**src/rtl/hac_pkg.sv**
```systemverilog
package hac_pkg;
  localparam int REG_W   = 16;
  localparam int STRAP_W = 3;

  localparam int B_HLDA   = 4;
  localparam int B_DIR    = 5;
  localparam int B_HRQ    = 6;
  localparam int B_PSD    = 7;
  localparam int B_ARST   = 8;
  localparam int B_HALT   = 9;
  localparam int B_BOOT   = 10;
  localparam int B_LBP    = 11;
  localparam int B_SINTEN = 12;
  localparam int B_PEN    = 13;
  localparam int B_NSEL0  = 14;
  localparam int B_NSEL1  = 15;

  localparam logic [REG_W-1:0] RW_MASK   = (16'd1 << B_ARST) | (16'd1 << B_LBP) | (16'd1 << B_SINTEN);
  localparam logic [REG_W-1:0] LOCK_MASK = (16'd1 << B_HALT) | (16'd1 << B_BOOT) | (16'd1 << B_PEN)
                                         | (16'd1 << B_NSEL0) | (16'd1 << B_NSEL1);

  typedef enum logic [2:0] {
    NET_RSVD   = 3'd0,
    NET_ETH_FD = 3'd1,
    NET_TR16   = 3'd2,
    NET_ETH_HD = 3'd3,
    NET_TR4    = 3'd4
  } net_kind_t;
endpackage

```
**src/rtl/hac_net_decode.sv**
```systemverilog
module hac_net_decode
  import hac_pkg::*;
(
  input  logic [STRAP_W-1:0] strap,
  output net_kind_t          kind
);
  always_comb begin
    if (!strap[2]) begin
      kind = NET_RSVD;
    end else begin
      unique case ({strap[0], strap[1]})
        2'b00:   kind = NET_ETH_FD;
        2'b01:   kind = NET_TR16;
        2'b10:   kind = NET_ETH_HD;
        default: kind = NET_TR4;
      endcase
    end
  end
endmodule

```
**src/rtl/hac_cfg_bits.sv**
```systemverilog
module hac_cfg_bits
  import hac_pkg::*;
#(
  parameter int                W      = REG_W,
  parameter logic [REG_W-1:0]  RW_M   = RW_MASK,
  parameter logic [REG_W-1:0]  LOCK_M = LOCK_MASK,
  parameter int                GATE_B = B_ARST
) (
  input  logic         clk,
  input  logic         rst_n,
  input  logic         we,
  input  logic [W-1:0] wd,
  input  logic [W-1:0] rst_val,
  output logic [W-1:0] q
);
  logic unused_w;
  assign unused_w = ^(wd & ~(RW_M | LOCK_M)) ^ ^(rst_val & ~(RW_M | LOCK_M));

  for (genvar i = 0; i < W; i++) begin : g_bit
    if (RW_M[i]) begin : g_rw
      always_ff @(posedge clk) begin
        if (!rst_n)  q[i] <= rst_val[i];
        else if (we) q[i] <= wd[i];
      end
    end else if (LOCK_M[i]) begin : g_lock
      always_ff @(posedge clk) begin
        if (!rst_n)              q[i] <= rst_val[i];
        else if (we && q[GATE_B]) q[i] <= wd[i];
      end
    end else begin : g_none
      assign q[i] = 1'b0;
    end
  end
endmodule

```
**src/rtl/hac_dma_hs.sv**
```systemverilog
module hac_dma_hs (
  input  logic clk,
  input  logic rst_n,
  input  logic we,
  input  logic wd_hlda,
  input  logic wd_psd,
  input  logic wd_arst,
  input  logic arst_q,
  input  logic sinten,
  input  logic req,
  input  logic done,
  input  logic hw_hold_ack,
  output logic psd_en,
  output logic sw_hlda,
  output logic sw_hrq,
  output logic hold_ack_eff,
  output logic irq
);
  logic hrq_clr, hrq_set;

  assign hrq_clr = done | (we & wd_arst);
  assign hrq_set = req & psd_en;

  always_ff @(posedge clk) begin
    if (!rst_n) begin
      psd_en  <= 1'b0;
      sw_hlda <= 1'b0;
      sw_hrq  <= 1'b0;
    end else begin
      if (we && wd_psd)  psd_en  <= 1'b1;
      if (we && arst_q)  sw_hlda <= wd_hlda & psd_en;
      if (hrq_clr)       sw_hrq  <= 1'b0;
      else if (hrq_set)  sw_hrq  <= 1'b1;
    end
  end

  assign hold_ack_eff = psd_en ? sw_hlda : hw_hold_ack;
  assign irq          = sw_hrq & ~sw_hlda & sinten;
endmodule

```
**src/rtl/hac_ctrl_reg.sv**
```systemverilog
module hac_ctrl_reg
  import hac_pkg::*;
(
  input  logic               clk,
  input  logic               rst_n,
  input  logic               wr_en,
  input  logic [REG_W-1:0]   wr_data,
  output logic [REG_W-1:0]   rd_data,
  input  logic [STRAP_W-1:0] strap_net,
  input  logic               boot_strap,
  input  logic               parity_strap,
  input  logic               xfer_dir,
  input  logic               hw_hold_ack,
  input  logic               dma_req,
  input  logic               dma_done,
  output logic               hold_ack_eff,
  output logic               dma_irq,
  output logic [2:0]         net_type
);
  logic [REG_W-1:0] cfg_q, cfg_rst;
  logic             psd_en, sw_hlda, sw_hrq;
  net_kind_t        kind;

  always_comb begin
    cfg_rst           = '0;
    cfg_rst[B_SINTEN] = 1'b1;
    cfg_rst[B_NSEL1]  = 1'b1;
    cfg_rst[B_HALT]   = boot_strap;
    cfg_rst[B_BOOT]   = boot_strap;
    cfg_rst[B_PEN]    = parity_strap;
  end

  hac_cfg_bits u_cfg (
    .clk     (clk),
    .rst_n   (rst_n),
    .we      (wr_en),
    .wd      (wr_data),
    .rst_val (cfg_rst),
    .q       (cfg_q)
  );

  hac_dma_hs u_dma (
    .clk          (clk),
    .rst_n        (rst_n),
    .we           (wr_en),
    .wd_hlda      (wr_data[B_HLDA]),
    .wd_psd       (wr_data[B_PSD]),
    .wd_arst      (wr_data[B_ARST]),
    .arst_q       (cfg_q[B_ARST]),
    .sinten       (cfg_q[B_SINTEN]),
    .req          (dma_req),
    .done         (dma_done),
    .hw_hold_ack  (hw_hold_ack),
    .psd_en       (psd_en),
    .sw_hlda      (sw_hlda),
    .sw_hrq       (sw_hrq),
    .hold_ack_eff (hold_ack_eff),
    .irq          (dma_irq)
  );

  hac_net_decode u_dec (
    .strap (strap_net),
    .kind  (kind)
  );

  assign net_type = kind;

  always_comb begin
    rd_data          = cfg_q;
    rd_data[STRAP_W-1:0] = strap_net;
    rd_data[3]       = 1'b0;
    rd_data[B_HLDA]  = sw_hlda;
    rd_data[B_DIR]   = xfer_dir;
    rd_data[B_HRQ]   = sw_hrq;
    rd_data[B_PSD]   = psd_en;
  end
endmodule

```
**config.mk**
```make
export PLATFORM = sky130hd
export DESIGN_NAME = hac_ctrl_reg
export DESIGN_NICKNAME = d
export VERILOG_FILES = /design/src/rtl/hac_pkg.sv /design/src/rtl/hac_net_decode.sv /design/src/rtl/hac_cfg_bits.sv /design/src/rtl/hac_dma_hs.sv /design/src/rtl/hac_ctrl_reg.sv
export SDC_FILE = /design/constraint.sdc
export NUM_CORES = 1
export LEC_CHECK = 0
export BUFFER_PORTS_ARGS = -buffer_cell sky130_fd_sc_hd__buf_4
export CELL_PAD_IN_SITES_DETAIL_PLACEMENT = 1
export CELL_PAD_IN_SITES_GLOBAL_PLACEMENT = 1
export CORE_UTILIZATION = 29
export DETAILED_ROUTE_END_ITERATION = 10
export PLACE_DENSITY = 0.88
export SETUP_SLACK_MARGIN = 0.02
export SYNTH_ARGS = -nofsm -noshare
export SYNTH_HDL_FRONTEND = slang
export SYNTH_HIERARCHICAL = 1
export SYNTH_SLANG_ARGS = --single-unit
```
**constraint.sdc**
```tcl
create_clock -name clk -period 1.1 [get_ports clk]
set_input_delay 0.165 -clock clk [delete_from_list [all_inputs] [get_ports clk]]
set_output_delay 0.165 -clock clk [all_outputs]
set_load 0.02 [all_outputs]
```
==> impl_metrics.yaml, run 1 <==
outcome:
  status: "finished with violations"
  violations: "negative setup slack"
critical_path:
  path_max_fanout: 2
  arrival_ns: 1.03
  reg2reg_setup_slack_ns: 0.12
  required_ns: 0.94
  path_cells: "mux2_4 > buf_6"
  startpoint_type: "flip-flop"
  path_buf_inv: 1
  criticalPathCategory: "reg -> out"
  cp_top_family: "flip-flops"
  slowest_delay_ns: 0.34
  crit_path_end_kind: "primary output"
  slowest_stage: "dfxtp_2"
sta:
  period_minus_slack_ns: 1.20
  fin_skew_ns: 0.00818
  setup_viol: 1
  hold_viol_final: 0
  fin_tns_setup_ns: -0.0993
  rsz0062_at_grt: "true"
  clock.fmax_mhz: 834
  fin_hold_ws_ns: 0.0578
  drv_slew: 0
  period_share_pct: 109
  setup_ws_ns: -0.0993
cts:
  clk_latency_ns: 0.26
  cts_made_buffers: 3
  root_buffer: "clkbuf_4"
  clockBufferDepth: 2
  clock-sinks: 11
  cts_tree: "yes"
  hold_buffers: 0
  ctsHtreeMaxLevel: 1
  clkTransAtPathRegs_ns: 0.07
floorplan:
  dieArea_um2: 2490
  start_util_pct: 32.3
  placementRows: 16
  core_area_um2: 2060
  die_w_um: 49.9
  num_io_pins: 49
  die-height_um: 49.9
yosys:
  syn_area_per_cell_um2: 12.8
  synth_warnings: 6
  postSynthCellCount: 52
  syn_area_um2: 666
cells_and_area:
  final_net_count: 125
  design_area_um2: 998
  fin_cells: 120
  drive_gt1_share_pct: 65.6
  area_growth_pct: 50.0
  n_antenna_cell: 0
global_route:
  grt_pass1_vias: 491
  grt_usage_pct: 10.8
  grt_pass1_wl_um: 2040
  grt_max_degree: 12
  antenna_found_initial: 0
  overflow: 0
placed_design:
  dp_cells: 114
  place_area_um2: 943
  io_buffers: 39
  dp_hpwl_um: 1080
  gp_congestion: 0.723
  pre_cts_ws_ns: 0.0590
routing:
  ant_nets: 0
  viasPerCell: 4.20
  wirelength_um: 1320
  num_vias: 504
  wl_per_cell_um: 11.0
  drc_errors: 0
  firstDrtPassIters: 1
  drt_iter0_markers: 0
run:
  maxCapViolations: 0
power_and_ir_drop:
  p_leak_nw: 0.494
  pwr_density_cell_nw_per_um2: 1070
  vdd_drop_max_mv: 0.368
min_path:
  hp-class: "in -> reg"
[worst register-to-register path, delay by kind of cell (launching register included)]
| family | cells | cell delay (ns) |
|---|---|---|
| DFF | 1 | 0.44 |
| AOI/OAI and AO/OA | 2 | 0.32 |
| buffers and inverters | 1 | 0.16 |
[path summary, 6_finish.rpt]
| kind | start | end | depth (start not counted) |
|---|---|---|---|
| hold reg to reg | u_dma/psd_en | u_dma/psd_en | 3 |
| setup reg to reg | u_cfg/q[8] | u_dma/sw_hlda | 3 |
| hold / removal | dma_done | u_dma/sw_hrq | 2 |
| setup / recovery | u_dma/psd_en | hold_ack_eff | 2 |
[through the flow]
| stage | utilization [%] | total power, mW |
|---|---|---|
| global placement | 45.8 | 0.802 |
| global route | 48.4 | 1.13 |
| floorplan | - | 0.681 |
| finish | 48.4 | 1.07 |
| CTS | 47.9 | 1.08 |
| detailed placement | 45.8 | 0.810 |
[power by group]
| group | total, mW | internal (mW) | switching [mW] |
|---|---|---|---|
| registers | 0.499 | 0.485 | 0.0145 |
| logic | 0.311 | 0.169 | 0.142 |
| clock network | 0.262 | 0.140 | 0.122 |
[layout by cell type (no fill, tap or decap)]
cell and n:
nand4_1 1, buf_4 40, a2111oi_2 1, nand2_1 1, nand2b_1 1, nor2_1 3
clkbuf_1 1, ha_1 3, and2_1 2, mux2_4 9, a21bo_2 2, edfxtp_1 8
clkbuf_4 3, a21oi_1 2, nor3b_2 1, dfxtp_1 1, dfxtp_2 2, a21oi_2 1
inv_1 3, conb_1 6, buf_6 2
[cell type report]
class | instances | area (um2)
flip-flops and latches | 11 | 303
clock buffers | 4 | 26.3
inverters | 3 | 11.3
repair buffers | 42 | 323
well taps | 27 | 33.8
multi-input cells | 33 | 302
fillers | 235 | 1060
[metal layers]
layer  wire [um]  vias to the layer above  global-route usage, %
li1            -                      248                      -
met1         514                      227                   10.4
met2         677                       29                   20.9
met3         124                        0                   4.32
met4           0                        0                   2.86
met5           0                        -                      0
[state kept, by name, summed over array words and instances, names as in the netlist]
name / cells
u_dma/sw_hlda: 1
u_dma/psd_en: 1
u_cfg/q: 8
u_dma/sw_hrq: 1
[what timing repair did]
item	CTS	global route
setup endpoints to repair	2	4
setup buffers	1	1
gates cloned	0	0
gates resized for setup	4	1
pin swaps	1	0
Power figures use the tool's default switching activity.
==> run 2, diff against run 1 <==
- REMOVE_ABC_BUFFERS: unset -> 1
==> impl_metrics.yaml, run 2 (same netlist as run 1, synthesis figures left out) <==
cells_and_area:
  largest_register_ffs: 8
  n_antenna_cell: 0
  multi_input_area_um2: 302
  mostFrequentLayoutCells: "buf_4, mux2_4, edfxtp_1, conb_1"
  drive_gt1_share_pct: 65.6
  area_growth_pct: 50.6
  regMostFlops: "u_cfg/q"
  final_net_count: 125
  seq_area_um2: 303
  final_common_cell: "buf_4"
  design_area_um2: 1000
  fill_cells: 237
cts:
  clock-sinks: 11
  ctsHtreeMaxLevel: 1
  root_buffer: "clkbuf_4"
  cts_made_buffers: 3
  clk_latency_ns: 0.26
  cts_tree: "yes"
  clkTransAtPathRegs_ns: 0.07
  clockBufferDepth: 2
placed_design:
  pre_cts_ws_ns: 0.0528
  place_area_um2: 943
  gp_congestion: 0.716
  io_buffers: 39
floorplan:
  placementRows: 16
  core_area_um2: 2060
  dieArea_um2: 2490
  start_util_pct: 32.3
  die-height_um: 49.9
  die_w_um: 49.9
  num_io_pins: 49
global_route:
  grt_pass1_vias: 490
  antenna_found_initial: 0
  gr-max-usage-layer: "met2"
  use_met1_pct: 11.7
  overflow: 0
  grtUsageMet2_pct: 19.6
  grt_max_degree: 12
  grt_usage_pct: 11.3
  use_met3_pct: 1.54
  grt_pass1_wl_um: 2060
sta:
  period_minus_slack_ns: 1.20
  fin_hold_ws_ns: 0.0604
  period_share_pct: 109
  drv_slew: 0
  hold_viol_final: 0
  rsz0062_at_grt: "true"
  setup_viol: 3
  clock.fmax_mhz: 834
  fin_skew_ns: 0.00488
  setup_ws_ns: -0.0988
run:
  maxCapViolations: 0
critical_path:
  required_ns: 0.94
  crit_path_end_kind: "primary output"
  criticalPathCategory: "reg -> out"
  path_max_fanout: 2
  arrival_ns: 1.03
  startpoint_type: "flip-flop"
routing:
  viasPerCell: 4.25
  ant_nets: 0
  drc_errors: 0
  firstDrtPassIters: 3
  num_vias: 510
  drt_iter0_markers: 5
  wl_per_cell_um: 11.0
  wirelength_um: 1320
outcome:
  violations: "negative setup slack"
  status: "finished with violations"
power_and_ir_drop:
  pwr_density_cell_nw_per_um2: 1090
  vdd_drop_max_mv: 0.479
  p_total_mw: 1.09
  p_leak_nw: 0.493
min_path:
  hp-class: "in -> reg"
[run 2: cell count changes in the layout (fill, tap and decap cells not counted)]
cell   change
buf_4      -1
buf_6      +1
[run 2: layout make-up]
| type | count | area share (%) |
|---|---|---|
| Timing Repair Buffer | 42 | 32.6 |
| Sequential cell | 11 | 30.2 |
| Multi-Input combinational cell | 33 | 30.1 |
| Tap cell | 27 | 3.37 |
| Clock buffer | 4 | 2.62 |
| Inverter | 3 | 1.12 |
[run 2: worst max-delay path, stage by stage, from the launching register on]
cell	delay [ns]
dfxtp_2	0.34
mux2_4	0.30
buf_6	0.13
[run 2: metrics by stage]
step / utilization (%) / std cells / TNS [ns]
floorplan: - / 47 / 0
finish: 48.6 / 120 / -0.143
CTS: 47.5 / 118 / -0.126
detailed placement: 45.8 / 114 / 0
global placement: 45.8 / 114 / 0
global route: 48.6 / 120 / -0.287
[run 2: where the power goes]
| group | switching (mW) | internal, mW |
|---|---|---|
| Combinational | 0.142 | 0.176 |
| Clock | 0.130 | 0.140 |
| Sequential | 0.0154 | 0.485 |
[run 2: timing repair]
item                                    4_1_cts  5_1_grt
gates resized for setup                       3        3
pin swaps                                     1        1
hold buffers                                  0        0
endpoints found under the setup margin        2        4
setup buffers                                 0        2
[run 2: path summary, 6_finish.rpt]
| check | slack, ns | startpoint | cells after the start | end |
|---|---|---|---|---|
| setup reg to reg | 0.14 | u_cfg/q[8] | 1 | u_cfg/q[14] |
| setup / recovery | -0.1 | u_dma/psd_en | 2 | hold_ack_eff |
| hold / removal | 0.06 | dma_done | 2 | u_dma/sw_hrq |
| hold reg to reg | 0.54 | u_dma/sw_hrq | 2 | u_dma/sw_hrq |
[run 2: routing by layer]
metal  wire, um  vias up
li1           -      248
met1        489      240
met2        745       20
met3         61        2
met4         27        0
met5          0        -
